**config.mk**
```make
export PLATFORM = sky130hd
export DESIGN_NAME = nibble_pipe_cpu
export DESIGN_NICKNAME = d
export VERILOG_FILES = /design/src/rtl/nibble_pkg.sv /design/src/rtl/nibble_pc_cla.sv /design/src/rtl/nibble_irom.sv /design/src/rtl/nibble_decode.sv /design/src/rtl/nibble_alu.sv /design/src/rtl/nibble_regfile.sv /design/src/rtl/nibble_pipe_cpu.sv
export SDC_FILE = /design/constraint.sdc
export NUM_CORES = 1
export LEC_CHECK = 0
export CORE_AREA = 8 8 45 47
export DETAILED_ROUTE_END_ITERATION = 16
export DIE_AREA = 0 0 53 55
export HOLD_SLACK_MARGIN = 0.12
export PLACE_DENSITY_LB_ADDON = 0.25
export SLEW_MARGIN = 10
export SYNTH_ARGS = -nofsm -noshare
export SYNTH_HDL_FRONTEND = slang
export SYNTH_SLANG_ARGS = --single-unit
```
**constraint.sdc**
```tcl
create_clock -name clk -period 1.2 [get_ports clk]
set_input_delay 0.24 -clock clk [delete_from_list [all_inputs] [get_ports clk]]
set_output_delay 0.24 -clock clk [all_outputs]
set_load 0.005 [all_outputs]
```
**src/rtl/nibble_pkg.sv**
```systemverilog
// Shared widths, opcode encoding and stage-register layouts for the
// four-bit pipelined processor. Assumes a 9-bit instruction word made of a
// 3-bit opcode and a 6-bit operand field.
package nibble_pkg;

    parameter int DATA_W  = 4;                  // datapath width
    parameter int PC_W    = 4;                  // program counter width
    parameter int ROM_DEP = 1 << PC_W;          // instruction words
    parameter int OP_W    = 3;                  // opcode width
    parameter int RADR_W  = 2;                  // register address width
    parameter int NREG    = 1 << RADR_W;        // register count
    parameter int INSTR_W = OP_W + 2 + 2 * RADR_W; // 9-bit word

    typedef enum logic [OP_W-1:0] {
        OP_NOP = 3'b000,
        OP_LDI = 3'b001,
        OP_ADD = 3'b010,
        OP_SUB = 3'b011,
        OP_AND = 3'b100,
        OP_ORR = 3'b101,
        OP_XOR = 3'b110,
        OP_MOV = 3'b111
    } op_e;

    // decode -> register access
    typedef struct packed {
        op_e               op;
        logic [RADR_W-1:0] rd;
        logic [RADR_W-1:0] rs;
        logic [DATA_W-1:0] imm;
        logic              wen;
    } dec_slot_t;

    // register access -> execute
    typedef struct packed {
        op_e               op;
        logic [RADR_W-1:0] rd;
        logic [RADR_W-1:0] rs;
        logic [DATA_W-1:0] val_d;
        logic [DATA_W-1:0] val_s;
        logic [DATA_W-1:0] imm;
        logic              wen;
    } opnd_slot_t;

    // execute -> write-back
    typedef struct packed {
        logic [RADR_W-1:0] rd;
        logic [DATA_W-1:0] res;
        logic              wen;
    } res_slot_t;

endpackage

```
**src/rtl/nibble_pc_cla.sv**
```systemverilog
// Carry look-ahead incrementer: adds a constant step to the program counter.
// Every carry is formed in flat generate/propagate form, not rippled.
// Assumes an unsigned constant step that fits in W bits; the result wraps.
module nibble_pc_cla #(
    parameter int W    = 4,
    parameter int STEP = 1
) (
    input  logic [W-1:0] cur,
    output logic [W-1:0] nxt
);
    localparam logic [W-1:0] STEP_V = W'(STEP);

    logic [W-1:0] gen_t;
    logic [W-1:0] prop_t;
    logic [W-1:0] carry;
    logic         c_acc;
    logic         p_run;

    // bitwise generate and propagate terms against the constant step
    assign gen_t  = cur & STEP_V;
    assign prop_t = cur ^ STEP_V;

    // look-ahead carries: each carry is an OR of generate terms gated by propagate runs
    always_comb begin
        carry    = '0;
        c_acc    = 1'b0;
        p_run    = 1'b0;
        for (int i = 0; i < W - 1; i++) begin
            c_acc = gen_t[i];
            p_run = prop_t[i];
            for (int j = i - 1; j >= 0; j--) begin
                c_acc = c_acc | (p_run & gen_t[j]);
                p_run = p_run & prop_t[j];
            end
            carry[i+1] = c_acc;
        end
    end

    assign nxt = prop_t ^ carry;

endmodule

```
**src/rtl/nibble_irom.sv**
```systemverilog
// Instruction ROM read through a one-hot row decode of the address.
// Contents come from the IMAGE parameter, word k at bits [k*IW +: IW].
// Assumes DEPTH equals 2**AW so every address selects a real row.
module nibble_irom #(
    parameter int AW    = 4,
    parameter int IW    = 9,
    parameter int DEPTH = 1 << AW,
    parameter logic [DEPTH*IW-1:0] IMAGE = '0
) (
    input  logic          clk,
    input  logic          rst_n,
    input  logic [AW-1:0] addr,
    output logic [IW-1:0] word
);
    logic [DEPTH-1:0] row_sel;

    // address-to-row decoder, one row line per word
    always_comb begin
        for (int k = 0; k < DEPTH; k++) begin
            row_sel[k] = (addr == AW'(k));
        end
    end

    // wired-OR of the selected row onto the word lines
    always_comb begin
        word = '0;
        for (int k = 0; k < DEPTH; k++) begin
            if (row_sel[k]) begin
                word = word | IMAGE[k*IW +: IW];
            end
        end
    end

    AST_ROW_ONEHOT: assert property (@(posedge clk) disable iff (!rst_n) $onehot(row_sel));

endmodule

```
**src/rtl/nibble_decode.sv**
```systemverilog
// Splits an instruction word into opcode, register fields, immediate and
// a write-enable. Purely combinational; the caller registers the result.
// Assumes the field layout given by nibble_pkg (rd in the low bits).
module nibble_decode
    import nibble_pkg::*;
(
    input  logic [INSTR_W-1:0] instr,
    output dec_slot_t          slot
);
    localparam int OP_LSB = INSTR_W - OP_W;

    // field extraction; no-operation never requests a write
    always_comb begin
        slot.op  = op_e'(instr[INSTR_W-1:OP_LSB]);
        slot.rd  = instr[RADR_W-1:0];
        slot.rs  = instr[2*RADR_W-1:RADR_W];
        slot.imm = instr[RADR_W +: DATA_W];
        slot.wen = (slot.op != OP_NOP);
    end

endmodule

```
**src/rtl/nibble_alu.sv**
```systemverilog
// Four-bit ALU for the execute stage. The results wrap to the data width
// and no flags are produced. Operand d is the destination's old value and
// operand s is the source's.
module nibble_alu
    import nibble_pkg::*;
(
    input  op_e               op,
    input  logic [DATA_W-1:0] opd_d,
    input  logic [DATA_W-1:0] opd_s,
    input  logic [DATA_W-1:0] imm,
    output logic [DATA_W-1:0] res
);
    // operation select
    always_comb begin
        unique case (op)
            OP_LDI:  res = imm;
            OP_ADD:  res = opd_d + opd_s;
            OP_SUB:  res = opd_d - opd_s;
            OP_AND:  res = opd_d & opd_s;
            OP_ORR:  res = opd_d | opd_s;
            OP_XOR:  res = opd_d ^ opd_s;
            OP_MOV:  res = opd_s;
            default: res = '0;
        endcase
    end

endmodule

```
**src/rtl/nibble_regfile.sv**
```systemverilog
// Register file with two read ports and one write port. A read of the
// register being written in the same cycle returns the incoming value
// (write-first bypass). Synchronous active-low reset clears every entry.
module nibble_regfile
    import nibble_pkg::*;
(
    input  logic                   clk,
    input  logic                   rst_n,
    input  logic                   wr_en,
    input  logic [RADR_W-1:0]      wr_addr,
    input  logic [DATA_W-1:0]      wr_data,
    input  logic [RADR_W-1:0]      rd_addr_a,
    input  logic [RADR_W-1:0]      rd_addr_b,
    output logic [DATA_W-1:0]      rd_data_a,
    output logic [DATA_W-1:0]      rd_data_b,
    output logic [NREG*DATA_W-1:0] all_regs
);
    logic [DATA_W-1:0] mem [NREG];

    // write port with synchronous clear
    always_ff @(posedge clk) begin
        if (!rst_n) begin
            for (int k = 0; k < NREG; k++) begin
                mem[k] <= '0;
            end
        end else if (wr_en) begin
            mem[wr_addr] <= wr_data;
        end
    end

    // read ports with write-first bypass
    assign rd_data_a = (wr_en && wr_addr == rd_addr_a) ? wr_data : mem[rd_addr_a];
    assign rd_data_b = (wr_en && wr_addr == rd_addr_b) ? wr_data : mem[rd_addr_b];

    // flat debug view, entry 0 in the low bits
    for (genvar g = 0; g < NREG; g++) begin : g_flat
        assign all_regs[g*DATA_W +: DATA_W] = mem[g];
    end

    AST_WRITE_LANDS: assert property (@(posedge clk) disable iff (!rst_n)
        wr_en |=> all_regs[$past(wr_addr)*DATA_W +: DATA_W] == $past(wr_data));
    AST_HOLD_NO_WRITE: assert property (@(posedge clk) disable iff (!rst_n)
        !wr_en |=> $stable(all_regs));

endmodule

```
**src/rtl/nibble_pipe_cpu.sv**
```systemverilog
// Top level of the four-bit, five-stage processor. The five stages are
// fetch, decode, register access, execute and write-back. The PC steps
// every cycle and wraps. Hazards are resolved by the register-file bypass
// (two apart) and by forwarding the write-back slot into the ALU operands
// (back to back). Synchronous active-low reset.
module nibble_pipe_cpu
    import nibble_pkg::*;
#(
    parameter logic [ROM_DEP*INSTR_W-1:0] ROM_IMAGE = '0
) (
    input  logic                   clk,
    input  logic                   rst_n,
    output logic [PC_W-1:0]        dbg_pc,
    output logic [NREG*DATA_W-1:0] dbg_regs
);
    logic [PC_W-1:0]    pc_q;
    logic [PC_W-1:0]    pc_inc;
    logic [INSTR_W-1:0] rom_word;
    logic [INSTR_W-1:0] fetch_q;
    dec_slot_t          dec_now;
    dec_slot_t          dec_q;
    opnd_slot_t         opnd_q;
    res_slot_t          res_q;
    logic [DATA_W-1:0]  rf_a;
    logic [DATA_W-1:0]  rf_b;
    logic [DATA_W-1:0]  fwd_d;
    logic [DATA_W-1:0]  fwd_s;
    logic [DATA_W-1:0]  alu_res;

    nibble_pc_cla #(.W(PC_W), .STEP(1)) u_pc_inc (
        .cur (pc_q),
        .nxt (pc_inc)
    );

    nibble_irom #(.AW(PC_W), .IW(INSTR_W), .DEPTH(ROM_DEP), .IMAGE(ROM_IMAGE)) u_irom (
        .clk   (clk),
        .rst_n (rst_n),
        .addr  (pc_q),
        .word  (rom_word)
    );

    nibble_decode u_dec (
        .instr (fetch_q),
        .slot  (dec_now)
    );

    nibble_regfile u_rf (
        .clk       (clk),
        .rst_n     (rst_n),
        .wr_en     (res_q.wen),
        .wr_addr   (res_q.rd),
        .wr_data   (res_q.res),
        .rd_addr_a (dec_q.rd),
        .rd_addr_b (dec_q.rs),
        .rd_data_a (rf_a),
        .rd_data_b (rf_b),
        .all_regs  (dbg_regs)
    );

    // forwarding of the write-back slot into the execute operands
    always_comb begin
        fwd_d = (res_q.wen && res_q.rd == opnd_q.rd) ? res_q.res : opnd_q.val_d;
        fwd_s = (res_q.wen && res_q.rd == opnd_q.rs) ? res_q.res : opnd_q.val_s;
    end

    nibble_alu u_alu (
        .op    (opnd_q.op),
        .opd_d (fwd_d),
        .opd_s (fwd_s),
        .imm   (opnd_q.imm),
        .res   (alu_res)
    );

    // program counter and the four stage registers
    always_ff @(posedge clk) begin
        if (!rst_n) begin
            pc_q    <= '0;
            fetch_q <= '0;
            dec_q   <= '0;
            opnd_q  <= '0;
            res_q   <= '0;
        end else begin
            pc_q         <= pc_inc;
            fetch_q      <= rom_word;
            dec_q        <= dec_now;
            opnd_q.op    <= dec_q.op;
            opnd_q.rd    <= dec_q.rd;
            opnd_q.rs    <= dec_q.rs;
            opnd_q.val_d <= rf_a;
            opnd_q.val_s <= rf_b;
            opnd_q.imm   <= dec_q.imm;
            opnd_q.wen   <= dec_q.wen;
            res_q.rd     <= opnd_q.rd;
            res_q.res    <= alu_res;
            res_q.wen    <= opnd_q.wen;
        end
    end

    assign dbg_pc = pc_q;

    AST_PC_STEP: assert property (@(posedge clk) disable iff (!rst_n)
        rst_n |=> pc_q == $past(pc_q) + PC_W'(1));
    AST_RESET_CLEAR: assert property (@(posedge clk)
        !rst_n |=> (dbg_pc == '0 && dbg_regs == '0 && !res_q.wen));

endmodule

```
==> results.md <==
* Status: complete, no violations
* Largest stage delay, worst path at roughly 0.33 ns
* Largest register FFs at 4
* Setup Viol. Count Final at 0
* Worst path required time at between 0.9 and 1 ns
* Wire per inst at between 8 and 9 µm
* Placed Instance Area at around 280 µm²
* Gpl congestion at approximately 0.6
* Cell taking the most area after synthesis: buf_4
* Final antenna-violating net count at 0
* Inst Count DP at 50
* Yosys top cell area share at 0.447
* Flop pwr share at 0.418
* Largest net degree at the start of global routing at 6
* Layout area overhead at 9.77%
* Vias in the first global route at ~160
* Yosys warnings at 0
* RSZ-0062 raised after global routing: false
* Routed vias/inst at about 2.8
* Critical path arrival at around 0.83 ns
* Final Hold Vio Count at 0
* Mux share of post-synthesis cell area at 0.0372
* Worst path cell trace: dlygate4sd2_1
* DP Wirelength at slightly below 400 µm
* Synth Area in XOR/XNOR at 0.0326
* Drt pass-1 iters at 1
* Post-Synth Adder-Cell Area at 0.0465
* Diode count at 0
* Cell area after layout at 295 µm²
* Vias at between 150 and 200
* Worst-path fanout max at 4
* Seq/Total Area, Yosys at 0.298
* H-tree level count at 1
* Avg Synthesized Cell Area at 8.97 µm²
* Initial antenna violation count at 0
* CTS buffer count at 3
* Initial DRC count at 0
* Clk slew on worst S/H paths at roughly 0.04 ns
* CTS hold repair buffers at 0
* Clk sink count at 4
* Worst setup EP type: output pin
* NetSw at about 0.000086 W
* Pins Over Slew Limit at 0
* Delay-heaviest family, CP: flip-flops
* CTS Root Cell: clkbuf_4
* #FFs+latches synth at 4
* Hold slack at 0.431 ns
* P_int at ~0.00027 W
* Final period utilization at 0.889
* Synth Area in Simple Gates at 0.126
* Nets at 42
* Filler cell count at 162
* CTS tree: done
* Worst Hold Class: register to register
* Switching Share at 0.240
* Total track usage at 0.0355
* Top post-synthesis cells by area: buf_4, dfxtp_1, and2_1
* Core ar. at 1380 µm²
* Type of the worst setup path: register to output pin
* Later-pin clock latency in the skew report at about 0.24 ns
* Fraction of layout cells with a size suffix above 1 at 0.135
* Share of total power in combinational logic at 0.114
* Syn Std Cell Area at about 270 µm²
* FMAX at roughly 940 MHz
* Final setup skew at approximately 0.0058 ns
* Clk pwr share at 0.468
* WP buf/inv at 1
* Effective utilization at floorplan at 0.194
* Die height at 55 µm
* Setup TNS at 0 ns
* Largest family of logic cells by synthesized area: buffers and inverters
* Critical path startpoint category: register
* Max-Cap Viols at 0
* Synth cell types at 11
* Power per Cell Area at roughly 1200 nW/µm²
* Synth Area in Compound Gates at 0
* Max VDD drop at ~0.42 mV
* Maximum root-to-sink buffer count at 2
* Die X-Extent at about 53 µm
* # DRC at 0
* First-pass GRT wire length at between 600 and 700 µm
* Tmin final at around 1.1 ns
* GR Overflow Total at 0
* Cells after Synth at 30
* Static leakage at 0.173 nW
* Routed wire length at between 400 and 500 µm
* Buffers on Ports at 5
* Finished Layout Cells at between 50 and 60
* # rows at 14
* Post-CTS setup buffer count at 0
* Worst path slowest cell: dfxtp_2
* Die area at about 2900 µm²
* Power Total at 0.000360 W
* I/O pins at 22
## path summary, 6_finish.rpt
check,start,to,slack (ns),depth (start not counted)
max,dbg_pc[0],dbg_pc[0],0.13,1
min reg2reg,dbg_pc[0],dbg_pc[0],0.43,1
max reg2reg,dbg_pc[0],dbg_pc[2],0.27,3
min,dbg_pc[0],dbg_pc[0],0.43,1
## cell type report
| type | instances | area [µm²] | area share |
|---|---|---|---|
| clock buffers | 3 | 22.5 | 0.0763 |
| multi-input cells | 25 | 125 | 0.424 |
| flip-flops and latches | 4 | 82.6 | 0.280 |
| well taps | 16 | 20.0 | 0.0678 |
| repair buffers | 5 | 45.0 | 0.153 |
## cell usage in the layout (no fill, tap or decap), drive strengths merged
cell / instances
and2: 2
clkbuf: 3
clkdlybuf4s50: 1
conb: 16
dfxtp: 4
dlygate4sd2: 4
ha: 1
mux2i: 1
nand2: 1
nand2b: 1
nand3: 1
nor2b: 1
xor2: 1
## kinds of logic after synthesis
family                   Yosys count
buffers and inverters             16
multiplexers                       1
other                              1
XOR/XNOR                           1
flip-flops                         4
AND/OR/NAND/NOR                    6
adder cells (fa/ha/maj)            1
## metrics by stage
stage / setup slack (ns) / util
2_1_floorplan: 0.274 / -
3_3_place_gp: 0.0661 / 0.199
3_5_place_dp: 0.0653 / 0.199
4_1_cts: 0.120 / 0.213
5_1_grt: 0.0843 / 0.213
6_report: 0.133 / 0.213
## synthesized netlist by cell type
library cell	count
and2_1	2
nand3_1	1
mux2i_1	1
xor2_1	1
nand2b_1	1
conb_1	1
nor2b_1	1
ha_1	1
buf_4	16
dfxtp_1	4
nand2_1	1
## power groups by stage
stage          registers (W)   logic, W  clock network (W)
6_report            0.000151  0.0000410           0.000168
3_3_place_gp        0.000152  0.0000454                  0
2_1_floorplan       0.000152  0.0000595                  0
4_1_cts             0.000151  0.0000398           0.000178
5_1_grt             0.000151  0.0000505           0.000196
3_5_place_dp        0.000152  0.0000453                  0
## per-layer routing
layer,GRT usage,routed length (µm)
met2,0.0410,214
met4,0.0129,0
met3,0.0615,105
met5,0,0
met1,0.0273,133
## timing repair
| action | in CTS | in global routing |
|---|---|---|
| endpoints found under the hold margin | 0 | 0 |
| setup endpoints to repair | 4 | 0 |
| resized for setup | 6 | 0 |
Note: power is estimated with default switching activity, not from simulation.
